==> config.mk <==
export PLATFORM = sky130hd
export DESIGN_NAME = tmr_out_pin
export DESIGN_NICKNAME = d
export VERILOG_FILES = /design/src/rtl/tmr_out_pin_pkg.sv /design/src/rtl/tmr_out_evt_decode.sv /design/src/rtl/tmr_out_lvl_core.sv /design/src/rtl/tmr_out_pin.sv
export SDC_FILE = /design/constraint.sdc
export NUM_CORES = 1
export LEC_CHECK = 0
export ABC_CLOCK_PERIOD_IN_PS = 1850
export CELL_PAD_IN_SITES_DETAIL_PLACEMENT = 1
export CELL_PAD_IN_SITES_GLOBAL_PLACEMENT = 1
export CORE_AREA = 4 4 41 43
export DETAILED_ROUTE_END_ITERATION = 8
export DIE_AREA = 0 0 45 47
export GPL_ROUTABILITY_DRIVEN = 1
export GPL_TIMING_DRIVEN = 0
export PLACE_DENSITY_LB_ADDON = 0.1
export SETUP_SLACK_MARGIN = 0.4
export SLEW_MARGIN = 40
export SYNTH_ARGS = -nofsm -noshare
export SYNTH_HDL_FRONTEND = slang
export SYNTH_HIERARCHICAL = 1
export SYNTH_SLANG_ARGS = --single-unit
==> constraint.sdc <==
create_clock -name clk -period 1.85 [get_ports clk]
set_clock_uncertainty 0.1 [all_clocks]
set_input_delay 0.37 -clock clk [delete_from_list [all_inputs] [get_ports clk]]
set_output_delay 0.37 -clock clk [all_outputs]
set_load 0.01 [all_outputs]
==> src/rtl/tmr_out_pin_pkg.sv <==
package tmr_out_pin_pkg;

    typedef enum logic {
        OM_TOGGLE = 1'b0,
        OM_SETRST = 1'b1
    } out_mode_e;

    typedef struct packed {
        logic lvl;
    } lvl_state_t;

    typedef struct packed {
        logic tgl;
        logic drv_hi;
        logic drv_lo;
    } lvl_req_t;

endpackage

==> src/rtl/tmr_out_evt_decode.sv <==
module tmr_out_evt_decode
    import tmr_out_pin_pkg::*;
(
    input  logic     mst_evt,
    input  logic     slv_evt,
    input  logic     mode_sr,
    input  logic     pol_inv,
    output lvl_req_t req
);

    out_mode_e mode;

    always_comb begin
        mode = out_mode_e'(mode_sr);
        req  = '0;
        if (mode == OM_TOGGLE) begin
            // only the secondary event acts; primary and polarity ignored
            req.tgl = slv_evt;
        end else if (slv_evt) begin
            // secondary event has priority, primary is masked
            req.drv_hi = pol_inv;
            req.drv_lo = ~pol_inv;
        end else if (mst_evt) begin
            req.drv_hi = ~pol_inv;
            req.drv_lo = pol_inv;
        end
    end

endmodule

==> src/rtl/tmr_out_lvl_core.sv <==
module tmr_out_lvl_core
    import tmr_out_pin_pkg::*;
(
    input  logic     clk,
    input  logic     rst_n,
    input  logic     out_en,
    input  logic     sw_wr,
    input  logic     sw_wdata,
    input  lvl_req_t req,
    output logic     lvl_q
);

    lvl_state_t st_d;
    lvl_state_t st_q;

    always_comb begin
        st_d = st_q;
        if (!out_en) begin
            if (sw_wr) begin
                st_d.lvl = sw_wdata;
            end
        end else if (req.tgl) begin
            st_d.lvl = ~st_q.lvl;
        end else if (req.drv_hi) begin
            st_d.lvl = 1'b1;
        end else if (req.drv_lo) begin
            st_d.lvl = 1'b0;
        end
    end

    always_ff @(posedge clk) begin
        if (!rst_n) begin
            st_q <= '0;
        end else begin
            st_q <= st_d;
        end
    end

    assign lvl_q = st_q.lvl;

endmodule

==> src/rtl/tmr_out_pin.sv <==
module tmr_out_pin
    import tmr_out_pin_pkg::*;
(
    input  logic clk,
    input  logic rst_n,
    input  logic mst_evt,
    input  logic slv_evt,
    input  logic mode_sr,
    input  logic pol_inv,
    input  logic out_en,
    input  logic sw_wdata,
    input  logic sw_wr,
    output logic out_pin,
    output logic rd_level
);

    lvl_req_t req;
    logic     lvl;

    tmr_out_evt_decode u_decode (
        .mst_evt (mst_evt),
        .slv_evt (slv_evt),
        .mode_sr (mode_sr),
        .pol_inv (pol_inv),
        .req     (req)
    );

    tmr_out_lvl_core u_core (
        .clk      (clk),
        .rst_n    (rst_n),
        .out_en   (out_en),
        .sw_wr    (sw_wr),
        .sw_wdata (sw_wdata),
        .req      (req),
        .lvl_q    (lvl)
    );

    assign out_pin  = lvl;
    assign rd_level = lvl;

endmodule

==> flow_summary.json <==
{
  "outcome": "completed",
  "first_pass_grt_wire_length_um": 627,
  "timing.critical_path.required_ps": 1620,
  "tightestPinTransition_ps": 174,
  "irDropWorstVdd_mv": 0.0632,
  "report.final.hold_viol_count": 0,
  "floorplan.core_area_um2": 1300,
  "antenna_cells_inserted": 0,
  "drt_first_iter_violations": 0,
  "power_frac_seq": 0.325,
  "multiInputGateArea_um2": 123,
  "num_vias": 151,
  "crit_share_post_route": 0.765,
  "routabilityCongestion": 0.607,
  "ys_warn_count": 6,
  "ios": 11,
  "timing.final.crit_period_ps": 1420,
  "antenna_violating_nets_post_route": 0,
  "area_used_by_sequential_logic_in_the_layout_um2": 21.3,
  "grt_start_max_net_pins": 6,
  "critical-path-max-stage-delay_ps": 240,
  "ys_seq_elements": 1,
  "cap_viol_max_count": 0,
  "worst-r2r-cell-count": 3,
  "power_density_nw_per_um2": 307,
  "area_growth_syn_to_layout_pct": 99.1,
  "grt_setup_unrepaired": "yes",
  "largest_register_ff_count": 1,
  "synth-seq-area-share": 0.147,
  "syn_avg_cell_area_um2": 8.52,
  "power_switching_share": 0.285,
  "grt.total_usage": 0.0370,
  "die-height_um": 47,
  "worst_slew_margin_rel": 0.881,
  "critPathLaunchType": "primary input",
  "number_of_distinct_library_cells_after_synthesis": 13,
  "place_inst": 41,
  "setup-violations-final": 0,
  "start_util": 0.105,
  "port_buffers": 10,
  "first_pass_iters": 1,
  "critical_path.cell_chain": "dlygate4sd2_1, nand2b_4, o22ai_4, nor2b_4, nor3_2, o32ai_2",
  "clk_transition_reported_paths_ps": 0,
  "layout-drive-gt1-share": 0.385,
  "clockPowerShare": 0,
  "final_util": 0.209,
  "comb_pwr_share": 0.675,
  "die_x_um": 45,
  "antenna_found_initial": 0,
  "max_freq_ghz": 0.707,
  "postSynthCellCount": 16,
  "die_area_um2": 2120,
  "synth_fp_nets": 25,
  "worst_hold_path_type": "reg -> reg",
  "post_drt_via_cell_ratio": 3.68,
  "critPathKind": "in -> reg",
  "critPathSlowestCell": "sky130_fd_sc_hd__dlygate4sd2_1",
  "power_leakage_nw": 0.125,
  "synthesis.area_um2": 136,
  "detail_route.wirelength_um": 368,
  "worst_skew_pair.late_latency_ps": 0,
  "grt-ovfl-total": 0,
  "min_path_cells": 3,
  "slew_viol_final": 0,
  "crit_fanout": 2,
  "final_net_count": 37,
  "detail_route.wl_per_cell_um": 8.98,
  "half_perimeter_wire_length_after_detailed_placement_um": 320,
  "finish.cell_count_without_fillers": 41,
  "postCtsSetupRepairBufs": 0,
  "arrival_ps": 1190,
  "critPathCaptureType": "flop",
  "p_int_uw": 59.5,
  "setup_tns_ps": 0,
  "fillerInstances": 169,
  "std_cell_rows": 13,
  "switchingPower_uw": 23.8,
  "detail_route.drc_violations": 0,
  "grt_pass1_vias": 162
}
## synthesized netlist by cell type, drive strengths merged
library cell / number / share of area
inv: 2 / 0.055
nand2: 2 / 0.055
nand2b: 2 / 0.17
o22ai: 2 / 0.092
buf: 1 / 0.055
dfxtp: 1 / 0.15
mux2i: 1 / 0.073
nand3: 1 / 0.037
nor2: 1 / 0.027
nor2b: 1 / 0.10
nor3: 1 / 0.073
o32ai: 1 / 0.12
## worst max-delay path, delay by kind of cell
kind,cells,cell delay [ps]
buf+inv,1,240
simple gates,3,320
compound gates,2,250
## metal layers
metal	global-route usage	wire length (um)	vias to the layer above	part of all wire
li1	-	-	75	-
met1	0.0405	121	69	0.33
met2	0.0791	207	7	0.56
met3	0.00383	40	0	0.11
met4	0	0	0	0
met5	0	0	-	0
## cell type report
type                    instances  share of cell area
plain buffers                   1              0.0276
inverters                       2              0.0276
flip-flops and latches          1              0.0783
multi-input cells              12               0.452
repair buffers                 10               0.346
well taps                      15              0.0691
## logic make-up after synthesis
family                 synth area share
AOI/OAI and AO/OA                 0.211
buffers and inverters             0.110
DFF                               0.147
muxes                            0.0734
and+or+nand+nor                   0.459
## timing repair
item,4_1_cts,5_1_grt
setup endpoints to repair,2,2
hold buffers,0,0
gates resized for setup,9,3
pin swaps,3,1
cloned,0,0
## power by group through the flow
stage / clock, mW / sequential [mW] / combinational, mW
CTS: 0 / 0.0273 / 0.0578
global route: 0 / 0.0275 / 0.0611
finish: 0 / 0.0270 / 0.0562
global placement: 0 / 0.0268 / 0.0545
floorplan: 0 / 0.0270 / 0.0244
detailed placement: 0 / 0.0269 / 0.0549
## worst paths after layout
| kind | startpoint | end | slack, ps |
|---|---|---|---|
| hold / removal | u_core/lvl_q$_SDFFE_PN0P_ | u_core/lvl_q$_SDFFE_PN0P_ | 520 |
| setup reg to reg | u_core/lvl_q$_SDFFE_PN0P_ | u_core/lvl_q$_SDFFE_PN0P_ | 970 |
| hold reg to reg | u_core/lvl_q$_SDFFE_PN0P_ | u_core/lvl_q$_SDFFE_PN0P_ | 520 |
| setup / recovery | slv_evt | u_core/lvl_q$_SDFFE_PN0P_ | 430 |
## per-stage QoR
stage | power, mW | area, um^2 | setup WS (ps) | hold WS [ps]
floorplan | 0.0515 | 136 | 621 | 391
global placement | 0.0813 | 255 | 88.9 | 526
detailed placement | 0.0818 | 255 | 101 | 559
CTS | 0.0851 | 273 | 346 | 545
global route | 0.0886 | 272 | 384 | 565
finish | 0.0832 | 272 | 435 | 520
## placed cells by master (no fill, tap or decap), drive strengths merged, types with 2 or more instances in the layout
master and instances:
inv 2, clkdlybuf4s50 5, nand2b 2, nand2 2, o22ai 2, dlygate4sd2 3
Power figures use the tool's default switching activity.
